`config.mk`:
```
export PLATFORM = sky130hd
export DESIGN_NAME = adc_seq_ctrl
export DESIGN_NICKNAME = d
export VERILOG_FILES = /design/src/rtl/adc_seq_pkg.sv /design/src/rtl/adc_prescaler.sv /design/src/rtl/adc_phase_seq.sv /design/src/rtl/adc_sar_reg.sv /design/src/rtl/adc_seq_ctrl.sv
export SDC_FILE = /design/constraint.sdc
export NUM_CORES = 1
export LEC_CHECK = 0
export ABC_AREA = 1
export CORE_UTILIZATION = 55
export DETAILED_ROUTE_END_ITERATION = 12
export DONT_BUFFER_PORTS = 1
export GPL_ROUTABILITY_DRIVEN = 0
export PLACE_DENSITY = 0.73
export SLEW_MARGIN = 20
export SYNTH_ARGS = -nofsm -noshare
export SYNTH_HDL_FRONTEND = slang
export SYNTH_SLANG_ARGS = --single-unit
```
`constraint.sdc`:
```
create_clock -name clk -period 2.6 [get_ports clk]
set_input_delay 0.26 -clock clk [delete_from_list [all_inputs] [get_ports clk]]
set_output_delay 0.26 -clock clk [all_outputs]
set_load 0.01 [all_outputs]
```
`src/rtl/adc_seq_pkg.sv`:
```
package adc_seq_pkg;

  typedef enum logic [1:0] {
    PH_IDLE   = 2'd0,
    PH_SAMPLE = 2'd1,
    PH_BITS   = 2'd2,
    PH_SETTLE = 2'd3
  } phase_e;

  // largest log2 divisor: code 11 (or 10) with the halved phase
  localparam int MAX_SHIFT = 4;
  localparam int SHIFT_W   = 3;

  // log2 of system clocks per conversion clock
  function automatic logic [SHIFT_W-1:0] div_shift(input logic half,
                                                   input logic [1:0] code);
    logic [SHIFT_W-1:0] base;
    case (code)
      2'b00:   base = 3'd0;
      2'b01:   base = 3'd1;
      default: base = 3'd3;
    endcase
    return base + {2'b00, half};
  endfunction

endpackage

```
`src/rtl/adc_prescaler.sv`:
```
module adc_prescaler
  import adc_seq_pkg::*;
#(
  parameter int CNT_W = MAX_SHIFT
) (
  input  logic               clk,
  input  logic               rst_n,
  input  logic               load,
  input  logic [SHIFT_W-1:0] shift_in,
  input  logic               run,
  output logic               tick
);

  logic [SHIFT_W-1:0] shift_q;
  logic [CNT_W-1:0]   cnt_q;
  logic [CNT_W-1:0]   lim;

  assign lim  = CNT_W'((32'd1 << shift_q) - 32'd1);
  assign tick = run && !load && (cnt_q == lim);

  always_ff @(posedge clk or negedge rst_n) begin
    if (!rst_n) begin
      shift_q <= '0;
      cnt_q   <= '0;
    end else if (load) begin
      shift_q <= shift_in;
      cnt_q   <= '0;
    end else if (run) begin
      cnt_q <= (cnt_q == lim) ? '0 : cnt_q + 1'b1;
    end
  end

endmodule

```
`src/rtl/adc_phase_seq.sv`:
```
module adc_phase_seq
  import adc_seq_pkg::*;
#(
  parameter int RES_BITS     = 8,
  parameter int SAMPLE_TICKS = 12,
  parameter int SLOT_TICKS   = 18,
  parameter int SETTLE_TICKS = 4,
  localparam int BIT_W       = $clog2(RES_BITS),
  localparam int TMAX        = (SAMPLE_TICKS > SLOT_TICKS) ?
                               ((SAMPLE_TICKS > SETTLE_TICKS) ? SAMPLE_TICKS : SETTLE_TICKS) :
                               ((SLOT_TICKS > SETTLE_TICKS) ? SLOT_TICKS : SETTLE_TICKS),
  localparam int TC_W        = $clog2(TMAX + 1)
) (
  input  logic             clk,
  input  logic             rst_n,
  input  logic             go,
  input  logic             tick,
  output phase_e           phase,
  output logic [BIT_W-1:0] bit_idx,
  output logic             enter_bits,
  output logic             slot_end,
  output logic             finish
);

  localparam bit HAS_SETTLE  = (SETTLE_TICKS > 0);
  localparam int SETTLE_LAST = HAS_SETTLE ? SETTLE_TICKS - 1 : 0;

  logic [TC_W-1:0] tcnt;
  logic            last_bit;

  always_comb begin
    last_bit   = (bit_idx == '0);
    enter_bits = tick && (phase == PH_SAMPLE) && (tcnt == TC_W'(SAMPLE_TICKS - 1));
    slot_end   = tick && (phase == PH_BITS) && (tcnt == TC_W'(SLOT_TICKS - 1));
    finish     = (slot_end && last_bit && !HAS_SETTLE) ||
                 (tick && (phase == PH_SETTLE) && (tcnt == TC_W'(SETTLE_LAST)));
  end

  always_ff @(posedge clk or negedge rst_n) begin
    if (!rst_n) begin
      phase   <= PH_IDLE;
      tcnt    <= '0;
      bit_idx <= '0;
    end else if (go) begin
      phase <= PH_SAMPLE;
      tcnt  <= '0;
    end else if (tick) begin
      case (phase)
        PH_SAMPLE: begin
          if (enter_bits) begin
            phase   <= PH_BITS;
            bit_idx <= BIT_W'(RES_BITS - 1);
            tcnt    <= '0;
          end else begin
            tcnt <= tcnt + 1'b1;
          end
        end
        PH_BITS: begin
          if (slot_end) begin
            tcnt <= '0;
            if (last_bit) phase <= HAS_SETTLE ? PH_SETTLE : PH_IDLE;
            else          bit_idx <= bit_idx - 1'b1;
          end else begin
            tcnt <= tcnt + 1'b1;
          end
        end
        PH_SETTLE: begin
          if (finish) begin
            phase <= PH_IDLE;
            tcnt  <= '0;
          end else begin
            tcnt <= tcnt + 1'b1;
          end
        end
        default: ;
      endcase
    end
  end

endmodule

```
`src/rtl/adc_sar_reg.sv`:
```
module adc_sar_reg #(
  parameter int RES_BITS = 8,
  localparam int BIT_W   = $clog2(RES_BITS)
) (
  input  logic                clk,
  input  logic                rst_n,
  input  logic                clear,
  input  logic                enter,
  input  logic                decide,
  input  logic [BIT_W-1:0]    bit_idx,
  input  logic                keep,
  output logic [RES_BITS-1:0] trial,
  output logic [RES_BITS-1:0] resolved
);

  // decision for the current bit, plus the trial bit for the next one
  always_comb begin
    resolved = trial;
    if (decide) begin
      if (!keep) resolved[bit_idx] = 1'b0;
      if (bit_idx != '0) resolved[bit_idx - 1'b1] = 1'b1;
    end
  end

  always_ff @(posedge clk or negedge rst_n) begin
    if (!rst_n)      trial <= '0;
    else if (clear)  trial <= '0;
    else if (enter)  trial <= {1'b1, {(RES_BITS-1){1'b0}}};
    else if (decide) trial <= resolved;
  end

endmodule

```
`src/rtl/adc_seq_ctrl.sv`:
```
module adc_seq_ctrl
  import adc_seq_pkg::*;
#(
  parameter int RES_BITS     = 8,
  parameter int CH_NUM       = 8,
  parameter int TOTAL_TICKS  = 160,
  parameter int SAMPLE_TICKS = 12,
  localparam int CH_W        = $clog2(CH_NUM)
) (
  input  logic                clk,
  input  logic                rst_n,
  input  logic                start,
  input  logic [CH_W-1:0]     chan_sel,
  input  logic                phase_half,
  input  logic [1:0]          pre_code,
  output logic                busy,
  output logic [CH_W-1:0]     mux_sel,
  output logic                sample_en,
  output logic [RES_BITS-1:0] dac_code,
  input  logic                cmp_hi,
  output logic [RES_BITS-1:0] res_data,
  output logic                res_valid,
  input  logic                res_ready
);

  localparam int SLOT_TICKS   = (TOTAL_TICKS - SAMPLE_TICKS) / RES_BITS;
  localparam int SETTLE_TICKS = TOTAL_TICKS - SAMPLE_TICKS - SLOT_TICKS * RES_BITS;
  localparam int BIT_W        = $clog2(RES_BITS);

  phase_e              phase;
  logic [BIT_W-1:0]    bit_idx;
  logic                go, tick, enter_bits, slot_end, finish;
  logic [RES_BITS-1:0] trial, resolved;

  assign go = start && !busy;

  adc_prescaler #(.CNT_W(MAX_SHIFT)) i_presc (
    .clk      (clk),
    .rst_n    (rst_n),
    .load     (go),
    .shift_in (div_shift(phase_half, pre_code)),
    .run      (busy),
    .tick     (tick)
  );

  adc_phase_seq #(
    .RES_BITS     (RES_BITS),
    .SAMPLE_TICKS (SAMPLE_TICKS),
    .SLOT_TICKS   (SLOT_TICKS),
    .SETTLE_TICKS (SETTLE_TICKS)
  ) i_seq (
    .clk        (clk),
    .rst_n      (rst_n),
    .go         (go),
    .tick       (tick),
    .phase      (phase),
    .bit_idx    (bit_idx),
    .enter_bits (enter_bits),
    .slot_end   (slot_end),
    .finish     (finish)
  );

  adc_sar_reg #(.RES_BITS(RES_BITS)) i_sar (
    .clk      (clk),
    .rst_n    (rst_n),
    .clear    (go),
    .enter    (enter_bits),
    .decide   (slot_end),
    .bit_idx  (bit_idx),
    .keep     (cmp_hi),
    .trial    (trial),
    .resolved (resolved)
  );

  assign sample_en = (phase == PH_SAMPLE);
  assign dac_code  = trial;

  always_ff @(posedge clk or negedge rst_n) begin
    if (!rst_n) begin
      busy      <= 1'b0;
      mux_sel   <= '0;
      res_data  <= '0;
      res_valid <= 1'b0;
    end else begin
      if (go) begin
        busy    <= 1'b1;
        mux_sel <= chan_sel;
      end else if (finish) begin
        busy <= 1'b0;
      end
      if (finish) begin
        res_data  <= resolved;
        res_valid <= 1'b1;
      end else if (res_ready) begin
        res_valid <= 1'b0;
      end
    end
  end

endmodule

```
==> reports/results.txt, run 1 <==
The flow ran to the end, and the final reports show no timing, DRC or antenna violations. In this design, the largest share of critical-path delay is due to simple AND/OR/NAND/NOR gates. The critical path crosses 13 cells after its start point. In the post-synthesis netlist, the cell with the most instances is sky130_fd_sc_hd__nand2_1. The number of different library cells used by synthesis comes to 39.

The mean number of vias per cell works out to 5.28. Combined global-route utilization of all metal layers: 22.0%. The number of cells on the worst reg-to-reg path is 13. The overall via count from detail_route came out at 1892. The via count of the first global-routing pass came out at 1688. Summed over all instances, the cell type with the most area after synthesis is sky130_fd_sc_hd__dfrtp_1. Minimum period implied by the final worst setup slack: 2400 ps. On the critical path, the stage with the largest delay is an instance of sky130_fd_sc_hd__dfrtp_1. Die boundary width: 68.7 µm. The count of final max-slew check failures is 0.

Placeable core area: 0.00414 mm². 0 antenna diodes ended up in the layout. The tools report the number of antenna violations at the first check in global routing as 0.

The run gives 200 ps as the setup slack of the most critical reg-to-reg path. The classification of the worst-slack hold path was in -> reg. The mean routed wirelength per cell came out at 13.1 µm. In the synthesized netlist, the cells that appear most often are sky130_fd_sc_hd__nand2_1 (97), sky130_fd_sc_hd__dfrtp_1 (38), sky130_fd_sc_hd__inv_1 (26).

In this run, synthesis inferred 0 flip-flops with an integrated enable. The cell area reported after detailed placement came out at 0.00247 mm². The share of final-layout standard cells stronger than drive strength 1 came out at 16.9%.

The cell area that synthesis handed to floorplanning was 0.00245 mm². For this run, the top clock speed supported by timing is 417 MHz. The final clock skew is 11.1 ps.

The setup path with the least slack is of type reg -> reg. The source-to-sink clock delay at the later pin of the worst-skew pair was 300 ps. Synthesis produced a netlist with a net count of 326. For this run, the slowest stage of the critical path takes 430 ps.

The clock tree root driver cell was sky130_fd_sc_hd__clkbuf_8. Setup repair after global routing left no endpoint under its margin. Worst voltage drop across the vdd grid: 0.741 mV.

In the finished design, the share of the clock period the worst path needs comes to 92.2%. Number of buffers inserted during clock tree synthesis: 5. Yosys printed 0 warnings.

Along the worst path, the maximum fanout reaches 14. The cell count after synthesis came out at 303. The synthesized netlist devotes 10.2% of its cell area to compound gates. The cell area power density works out to 1070 mW/mm². The total setup violations reported at the end of the flow is 0. Counting along the longest clock path gives a buffer depth of 2. In the synthesized netlist the async set-or-reset flop fraction comes to 100%.

Once layout is done, the placed cells without fillers occupy 0.00264 mm². TritonCTS built the clock tree. After clock tree synthesis, the setup repair step added 0 buffers. For this run, the post-layout net count is 330.

Multiplexer cells account for 0% of the synthesized area. Summing internal, switching and leakage power gives 2.82 mW. The post-detailed-route count of antenna-violating nets is 0, and the clock input transition at the sequential cells of the worst setup and hold paths is 80 ps.

The clock drives 38 sinks. The row count was 23; the proportion of netlist area held by the largest area contributor was 38.9%. Of the total synthesized cell area, the portion taken by full adders, half adders and majority gates is 6.13%. Once the floorplan was initialized, standard cells occupied 59.1% of the core.

The startpoint identified for the worst register-to-register timing path is i_presc.shift_q[1]. For the static leakage power, the log shows 1.30 nW. Measured on the finished design, the core utilization comes to 63.7%. The final-layout setup total negative slack came out at 0 ps. The tools report the worst reg2reg path endpoint as i_seq.tcnt[2]. STA classifies the critical path startpoint as a flop. In this run the tool buffered the top-level ports with 0 buffer cells. The number of iterations in the first detailed-routing pass is 4, and the final count of hold timing violations is 0. The tools report the critical path startpoint as i_presc.shift_q[1].

Capturing instance or port of the critical path: i_seq.tcnt[2]. Sorting the synthesized cells by area gives the leading types as sky130_fd_sc_hd__dfrtp_1 (39%), sky130_fd_sc_hd__nand2_1 (15%), sky130_fd_sc_hd__ha_1 (6.1%). After Yosys synthesis, XOR and XNOR cells account for 2.15% of the synthesized area. The tool flagged a number of max-cap violations equal to 0. The mean instance size in the synthesized netlist is 8.08 µm². The wire length of the first global-routing pass was 7.50 mm. At the placement stage, the worst setup path has a slack of 201 ps. The number of buffer and inverter instances along the worst setup path was 1; the overall overflow remaining after global route was 0. The die covers 0.00472 mm². After detailed routing, the total wire length is 4.68 mm. The vertical die dimension was 68.7 µm; the relative area change from synthesis to final layout was 7.92%. Data on the critical path is required at its endpoint by 2790 ps. Of the synthesized area, sequential elements account for 38.9%. The synthesized-area fraction occupied by and/or/nand/nor cells was 35.2%; the number of remaining DRC errors was 0. The number of flip-flops and latches in the synthesized netlist is 38. The run gives 33 as the number of top-level design ports. By area, the combinational part of the netlist is dominated by simple AND/OR/NAND/NOR gates.

The signal on the critical path passes through nor2_4 > nand2_2 > ha_1 > inv_1 > nand2_1 > nand2_1 > nand3_4 > nor2_8 > nand4_4 > nand2_1 > nand3b_1 > nand2_4 > o21ai_2. The HPWL after detailed placement is 3.52 mm. In this run the number of H-tree levels came out at 2. At the pin with the least slew margin, the transition time is 537 ps.

Entering global routing, the biggest net connects 39 pins. The slack of the critical path is 202 ps. The leading register cell type out of synthesis was sky130_fd_sc_hd__dfrtp_1.

For this block, the initial DRC count from the detailed router was 95. At the worst endpoint, the arrival time is 2580 ps. The worst setup path is captured at a flop. Among the stages of the critical path, the cell type that occurs most often is sky130_fd_sc_hd__nand2_1. For the worst slew margin relative to its limit, the log shows 63.9%.
## routing by layer
metal,track usage (%),wire (µm),up-vias
met5,0,0,-
met4,7.40,58,0
met3,7.73,273,6
met2,33.3,2070,38
met1,29.1,2280,866
li1,-,-,982
## metrics by stage
step / hold WS (ps) / cells
2_1_floorplan: -35.6 / 303
3_3_place_gp: -34.7 / 348
3_5_place_dp: -34.5 / 348
4_1_cts: 56.8 / 358
5_1_grt: 65.8 / 358
6_report: 60.7 / 358
## how the worst min path moves through the flow
| stage | from | end | slack (ps) | cells past startpoint |
|---|---|---|---|---|
| after detailed placement | rst_n | i_presc.cnt_q[3] | -30 | 0 |
| after global routing | res_ready | res_valid | 70 | 1 |
| after CTS | res_ready | res_valid | 60 | 1 |
| after floorplan | rst_n | busy | -40 | 0 |
| final | res_ready | res_valid | 60 | 1 |
| after global placement | rst_n | i_presc.cnt_q[3] | -30 | 0 |
## state kept, by name, summed over array words and instances (netlist names)
| signal | count |
|---|---|
| i_seq.tcnt | 5 |
| mux_sel | 3 |
| i_presc.shift_q | 3 |
| i_seq.bit_idx | 3 |
| i_presc.cnt_q | 4 |
| res_valid | 1 |
| busy | 1 |
| i_seq.phase | 2 |
| i_sar.trial | 8 |
| res_data | 8 |
## layout by cell type, fill, tap and decap left out, types with 3 or more instances in the layout
master                     netlist  final
sky130_fd_sc_hd__nor2_1         25     25
sky130_fd_sc_hd__o21ai_2        14     14
sky130_fd_sc_hd__xor2_1          3      3
sky130_fd_sc_hd__nand4_1         5      5
sky130_fd_sc_hd__nand3_1        21     21
sky130_fd_sc_hd__nor2_8          3      3
sky130_fd_sc_hd__ha_1           12     12
sky130_fd_sc_hd__o21ai_0         8      8
sky130_fd_sc_hd__inv_2           3      3
sky130_fd_sc_hd__nand2_2         5      5
sky130_fd_sc_hd__inv_1          26     26
sky130_fd_sc_hd__o21ai_1         4      4
sky130_fd_sc_hd__dfrtp_1        38     38
sky130_fd_sc_hd__clkbuf_8        0      5
sky130_fd_sc_hd__nand2_1        97     97
sky130_fd_sc_hd__xnor2_1         3      3
sky130_fd_sc_hd__nand2_4         4      4
## power by group
group          internal, mW  switching [mW]
sequential            0.760           0.230
clock                 0.384           0.226
combinational         0.437           0.784
total                  1.58            1.24
## final cells by class
type | count | area [µm²]
clock buffers | 5 | 68.8
clock inverters | 3 | 68.8
fillers | 360 | 1500
inverters | 33 | 131
multi-input cells | 225 | 1310
flip-flops and latches | 38 | 951
well taps | 50 | 62.6
repair buffers | 4 | 45.0
## kinds of logic after synthesis
family / count (synthesis)
simple gates: 172
buf+inv: 40
flops: 38
compound gates: 35
fa+ha+maj: 12
xor+xnor: 6
## worst register-to-register path, stage by stage (launching register included)
cell and delay [ps]:
sky130_fd_sc_hd__dfrtp_1 430, sky130_fd_sc_hd__nor2_4 150, sky130_fd_sc_hd__nand2_2 80, sky130_fd_sc_hd__ha_1 320, sky130_fd_sc_hd__inv_1 80, sky130_fd_sc_hd__nand2_1 50, sky130_fd_sc_hd__nand2_1 100, sky130_fd_sc_hd__nand3_4 90
sky130_fd_sc_hd__nor2_8 160, sky130_fd_sc_hd__nand4_4 240, sky130_fd_sc_hd__nand2_1 230, sky130_fd_sc_hd__nand3b_1 140, sky130_fd_sc_hd__nand2_4 140, sky130_fd_sc_hd__o21ai_2 60
## what timing repair did
| action | 4_1_cts | 5_1_grt |
|---|---|---|
| endpoints found under the hold margin | 38 | 0 |
| endpoints found under the setup margin | 0 | 0 |
| gates resized for setup | 0 | 0 |
| hold buffers | 2 | 0 |
Power figures use the tool's default switching activity.
==> run 2, diff against run 1 <==
- CORE_UTILIZATION: 55 -> 62
- PLACE_DENSITY: 0.73 -> 0.81
==> run 2 against run 1 <==
- highest routed layer unchanged
- core utilization is 7.4 points higher
- final area is 0.14% higher
- clock skew hardly changed
- clock-buffer cell count stayed put
- worst setup slack better by 32 ps
- power is 3.2% lower
- critical path depth stayed put
==> reports/results.txt, run 2 (synthesized netlist as in run 1, its figures left out) <==
The worst hold path depth is 1 (unchanged). Number of buffers inserted during clock tree synthesis: 5 (unchanged). The tools report the data arrival at the endpoint of the critical path as 2540 ps (-40 ps). By startpoint and endpoint, the worst setup path is classified as reg -> reg. The number of antenna violations at the first check in global routing is 0 (unchanged). The path class of the tightest hold or removal check is in -> reg. The run finished with clean final reports. Mean routed wirelength per cell: 13.6 µm (+4.0%).

Setup repair after global routing left no endpoint under its margin. Total wire length after detailed routing: 4.89 mm (+4.5%). The final critical-path share of the clock period is 91.0% (-1.2 points). The required time reported for the critical path endpoint is 2780 ps (about the same), and the relative area change from synthesis to final layout is 8.08%. The tools report the depth of the CTS H-tree as 2 (unchanged). The tools report the number of top-level design ports as 33 (unchanged).

TritonCTS built the clock tree. The total clock sinks came out at 38 (unchanged). The logs give 334 (+1.2%) for the net total in the final layout and 1.30 nW (-0.10%) for the static leakage power.

In the layout the commonest cells are sky130_fd_sc_hd__nand2_1 (97), sky130_fd_sc_hd__dfrtp_1 (38), sky130_fd_sc_hd__inv_1 (26), sky130_fd_sc_hd__nor2_1 (25), sky130_fd_sc_hd__nand3_1 (21). The antenna diode count is 0 (unchanged). The logs give 39 (unchanged) for the pin count of the biggest net entering global routing and 2.73 mW (-3.2%) for the total chip power. The final count of hold timing violations is 0 (unchanged). Clock input transition at the sequential cells of the worst setup and hold paths: 80 ps (about the same). The transition time at the pin with the least slew margin is 522 ps (-15.3 ps).

The via count of the first global-routing pass was 1884 (+12%); the total of buffers placed on input and output ports was 0 (unchanged). The post-route worst hold slack was 65.9 ps (+5.21 ps). The logs give 10.9 ps (-0.199 ps) for the final clock skew and 3.52 mm (about the same) for the final HPWL from detailed placement. The run gives 0 (unchanged) as the post-CTS resize count. The overall via count from detail_route was 1954 (+3.3%). The tools report the count of routing violations after the opening detailed-route iteration as 127 (+34%). For the total setup violations reported at the end of the flow, the log shows 0 (unchanged). For the number of buffers on the longest clock path, the log shows 2 (unchanged). The source-to-sink clock delay at the later pin of the worst-skew pair is 290 ps (about the same). The share of final-layout standard cells stronger than drive strength 1 came out at 17.9% (+1.1 points). The maximum fanout along the worst path came out at 10 (-4). The cell area power density is 1030 mW/mm² (-3.4%). The area of the die came out at 0.00420 mm² (-11%). The vertical die dimension came out at 64.8 µm (-5.6%). Leaving out fill and tap cells, the most frequent cell in the layout is sky130_fd_sc_hd__nand2_1.

The number of cells on the worst reg-to-reg path is 13 (unchanged), and the number of iterations in the first detailed-routing pass is 4 (unchanged). In this run the clock root is driven by a sky130_fd_sc_hd__clkbuf_8. For the worst slew margin relative to its limit, the log shows 64.9% (+1.0 points).

The mean number of vias per cell was 5.43 (+2.7%); the minimum period implied by the final worst setup slack was 2370 ps (-32.0 ps). The number of remaining DRC errors came out at 0 (unchanged). The final-layout setup total negative slack is 0 ps (unchanged).

The number of max-cap violations is 0 (unchanged), and the worst voltage drop across the vdd grid is 0.588 mV (-21%). The logs give 65.9% (+6.8 points) for the initial core utilization and 0.00372 mm² (-10%) for the placeable core area. The overall overflow remaining after global route came out at 0 (unchanged). The type of destination of the critical path was a flop. The tools report the row count as 22 (-4.3%). The count of final max-slew check failures was 0 (unchanged). The wire length of the first global-routing pass is 8.75 mm (+17%). STA classifies the critical path startpoint as a flop. The post-detailed-route count of antenna-violating nets was 0 (unchanged).

The largest registers in the layout are i_sar.trial (8), res_data (8), i_seq.tcnt (5). The combined global-route utilization of all metal layers was 27.3% (+5.3 points); the die boundary width was 64.8 µm (-5.6%). The fmax came out at 423 MHz (+1.4%).
-- run 2: what timing repair did --
| item | 4_1_cts | 5_1_grt |
|---|---|---|
| hold endpoints to repair | 38 | 0 |
| buffers inserted | 0 | 4 |
| endpoints found under the setup margin | 0 | 11 |
| hold buffers | 2 | 0 |
-- run 2: cell type report --
type	count	area, µm²
multi-input cells	225	1310
fillers	305	1070
flip-flops and latches	38	951
inverters	33	131
repair buffers	8	75.1
clock buffers	5	68.8
well taps	48	60.1
clock inverters	3	45.0
-- run 2: layer usage --
metal	track usage [%]	up-vias	wire (µm)
li1	-	984	-
met3	5.99	5	228
met1	38.7	921	2370
met4	10.8	0	62
met2	40.2	44	2230
met5	0	-	0
-- run 2: power by group --
group,leakage (nW),switching [mW],internal [mW]
Combinational,0.793,0.791,0.437
Clock,0.0504,0.225,0.285
Sequential,0.457,0.233,0.760
-- run 2: final timing paths --
check,start,to,slack [ps]
setup / recovery,i_presc.shift_q[1],i_seq.tcnt[3],230
hold / removal,res_ready,res_valid,70
setup reg to reg,i_presc.shift_q[1],i_seq.tcnt[3],230
hold reg to reg,i_seq.tcnt[0],i_seq.tcnt[0],540
max in group asynchronous,rst_n,i_seq.tcnt[1],1970
min in group asynchronous,rst_n,i_sar.trial[5],440
-- run 2: critical path, cell delays in order, from the launching register on --
cell and delay [ps]:
sky130_fd_sc_hd__dfrtp_1 440, sky130_fd_sc_hd__nor2_4 160, sky130_fd_sc_hd__nand2_2 80, sky130_fd_sc_hd__ha_1 330
sky130_fd_sc_hd__inv_1 90, sky130_fd_sc_hd__nand2_1 60, sky130_fd_sc_hd__nand2_1 100, sky130_fd_sc_hd__nand3_4 90
sky130_fd_sc_hd__nor2_8 160, sky130_fd_sc_hd__nand4_4 180, sky130_fd_sc_hd__nand2_1 200, sky130_fd_sc_hd__nand3b_1 150
sky130_fd_sc_hd__nand2_4 140, sky130_fd_sc_hd__o21ai_2 60
-- run 2: stage by stage --
step                cell area, µm²  util [%]  setup WS, ps  cells
floorplan                     2450         -           526    303
global placement              2470      66.5           280    346
detailed placement            2470      66.5           158    346
CTS                           2620      70.4           133    356
global route                  2650      71.2          38.6    360
finish                        2650      71.2           234    360
==> run 3, diff against run 2 <==
- CORE_MARGIN: unset -> 2
==> run 3 against run 2 <==
- non-clock buffer count shrank 4
- routed wire length down 0.33%
- register-to-register slack got worse by 30 ps
- largest cell class unchanged
- die area is 6.3% higher
- combinational power hardly changed
- final area down 0.24%
- largest power group unchanged
- first-iteration DRC count is 9.4% higher
==> reports/results.txt, run 3 (synthesized netlist as in run 1, its figures left out) <==
The logs give 4 (unchanged) for the number of iterations in the first detailed-routing pass and 330 (-1.2%) for the net total in the final layout. The worst setup path is captured at a flop. The logs give 38 (unchanged) for the total clock sinks and 3.56 mm (+1.2%) for the final HPWL from detailed placement. The worst slew margin relative to its limit is 63.9% (-1.0 points). The min-delay analysis places its worst path in the category in -> reg. For the final clock skew, the log shows 5.74 ps (-5.19 ps). The fmax is 417 MHz (-1.3%).

The logs give 0 (unchanged) for the number of remaining DRC errors and 0 (unchanged) for the total setup violations reported at the end of the flow. The logs give 1.30 nW (about the same) for the static leakage power and 0 (unchanged) for the final count of hold timing violations. The largest registers in the layout are i_sar.trial (8), res_data (8), i_seq.tcnt (5).

The final non-filler cell area was 0.00264 mm² (-0.24%); the via count of the first global-routing pass was 1913 (+1.5%). The vertical die dimension was 66.8 µm (+3.1%); the required time reported for the critical path endpoint was 2780 ps (about the same). For the fraction of the core area covered by cells at the end of the flow, the log shows 71.0% (-0.17 points).

Final-layout setup total negative slack: 0 ps (unchanged). The overall via count from detail_route was 1915 (-2.0%). The sequential cell area in the final layout was 951 µm² (unchanged).

The run gives 4.87 mm (-0.33%) as the total wire length after detailed routing. In the layout the commonest cells are sky130_fd_sc_hd__nand2_1 (97), sky130_fd_sc_hd__dfrtp_1 (38), sky130_fd_sc_hd__inv_1 (26), sky130_fd_sc_hd__nor2_1 (25), sky130_fd_sc_hd__nand3_1 (21). The share of final-layout standard cells stronger than drive strength 1 was 16.9% (-1.1 points); the placeable core area was 0.00372 mm² (unchanged). The antenna diode count was 0 (unchanged). The wire length of the first global-routing pass was 8.51 mm (-2.8%).

The flow ran to the end, and the final reports show no timing, DRC or antenna violations. The data arrival at the endpoint of the critical path came out at 2580 ps (+40 ps). The run gives 0.00447 mm² (+6.3%) as the area of the die. The startpoint kind of the worst setup timing path is a flop. The number of buffers inserted during clock tree synthesis was 5 (unchanged); the transition time at the pin with the least slew margin was 537 ps (+15.3 ps).

The minimum period implied by the final worst setup slack is 2400 ps (+31.4 ps), and the worst voltage drop across the vdd grid is 0.793 mV (+35%). The die boundary width was 66.8 µm (+3.1%). The row count came out at 22 (unchanged).

The logs give 290 ps (about the same) for the source-to-sink clock delay at the later pin of the worst-skew pair and 303 (-0.66%) for the number of fillers in the final layout. The total of buffers placed on input and output ports works out to 0 (unchanged). The worst setup path is of the reg -> reg kind. The clock input transition at the sequential cells of the worst setup and hold paths is 80 ps (about the same), and the depth of the CTS H-tree is 2 (unchanged).

TritonCTS built the clock tree. The pin count of the biggest net entering global routing is 39 (unchanged). In this run the clock root is driven by a sky130_fd_sc_hd__clkbuf_8. The number of antenna violations at the first check in global routing is 0 (unchanged), and the cell area power density is 1080 mW/mm² (+4.7%). The maximum fanout along the worst path was 14 (+4); the final critical-path share of the clock period was 92.2% (+1.2 points). The tools report the post-detailed-route count of antenna-violating nets as 0 (unchanged).

Setup repair after global routing left no endpoint under its margin. The run gives 0 (unchanged) as the number of max-cap violations. The relative area change from synthesis to final layout works out to 7.82%.

The initial core utilization is 65.9% (unchanged). The number of top-level design ports is 33 (unchanged). The library cell used most frequently in the layout, excluding fill and tap cells, is sky130_fd_sc_hd__nand2_1. The run gives 0.00131 mm² (unchanged) as the combined area of the multi-input logic cells. The cell area reported after detailed placement was 0.00247 mm² (unchanged); the mean routed wirelength per cell was 13.7 µm (+0.79%). The count of routing violations after the opening detailed-route iteration came out at 139 (+9.4%). The mean number of vias per cell is 5.38 (-0.89%), and the count of final max-slew check failures is 0 (unchanged). The number of buffers on the longest clock path is 2 (unchanged). For the combined global-route utilization of all metal layers, the log shows 25.0% (-2.3 points). Overall overflow remaining after global route: 0 (unchanged).
==> run 3: power by group <==
part           total (mW)  switching, mW  internal (mW)
Combinational        1.25          0.811          0.438
Sequential          0.997          0.237          0.760
Clock               0.608          0.223          0.385
Total                2.85           1.27           1.58
==> run 3: final cells by class <==
type | count | area share, %
sequential | 38 | 36.0
clock inverter | 3 | 2.61
clock buffer | 5 | 2.61
inverter | 33 | 4.98
tap | 48 | 2.28
timing repair buffer | 4 | 1.71
multi-input combinational | 225 | 49.8
==> run 3: critical path, stage by stage, from the launching register on <==
cell                       delay (ps)
sky130_fd_sc_hd__dfrtp_1          430
sky130_fd_sc_hd__nor2_4           160
sky130_fd_sc_hd__nand2_2           90
sky130_fd_sc_hd__ha_1             320
sky130_fd_sc_hd__inv_1             80
sky130_fd_sc_hd__nand2_1           50
sky130_fd_sc_hd__nand2_1           90
sky130_fd_sc_hd__nand3_4           90
sky130_fd_sc_hd__nor2_8           160
sky130_fd_sc_hd__nand4_4          250
sky130_fd_sc_hd__nand2_1          220
sky130_fd_sc_hd__nand3b_1         140
sky130_fd_sc_hd__nand2_4          140
sky130_fd_sc_hd__o21ai_2           60
==> run 3: final timing paths <==
| check | endpoint | from | slack [ps] | cells after the start |
|---|---|---|---|---|
| setup reg to reg | i_seq.tcnt[3] | i_presc.shift_q[1] | 200 | 13 |
| hold / removal | mux_sel[0] | chan_sel[0] | 80 | 2 |
| setup / recovery | i_seq.tcnt[3] | i_presc.shift_q[1] | 200 | 13 |
| min in group asynchronous | mux_sel[0] | rst_n | 420 | 2 |
| hold reg to reg | i_seq.tcnt[1] | i_seq.tcnt[1] | 550 | 2 |
| max in group asynchronous | i_seq.tcnt[1] | rst_n | 1980 | 2 |
==> run 3: layer usage <==
| layer | up-vias | wire length [µm] | GRT usage, % |
|---|---|---|---|
| met5 | - | 0 | 0 |
| met1 | 894 | 2270 | 33.3 |
| met4 | 0 | 38 | 9.69 |
| li1 | 982 | - | - |
| met3 | 4 | 226 | 5.07 |
| met2 | 35 | 2340 | 39.9 |
==> run 3: per-stage QoR <==
step                      power [mW]  cells  hold WS [ps]  setup slack (ps)
after floorplan                 2.00    303         -35.6               526
after global placement          2.17    346         -34.5               284
after detailed placement        2.22    346         -34.5               217
after CTS                       2.86    356          85.6               202
after global routing            3.08    356          93.3             0.353
final                           2.85    356          84.5               202
==> run 3: what timing repair did <==
action,4_1_cts,5_1_grt
hold buffers,2,0
buffers inserted,0,0
resized for setup,0,1
hold endpoints to repair,38,0
endpoints found under the setup margin,0,1
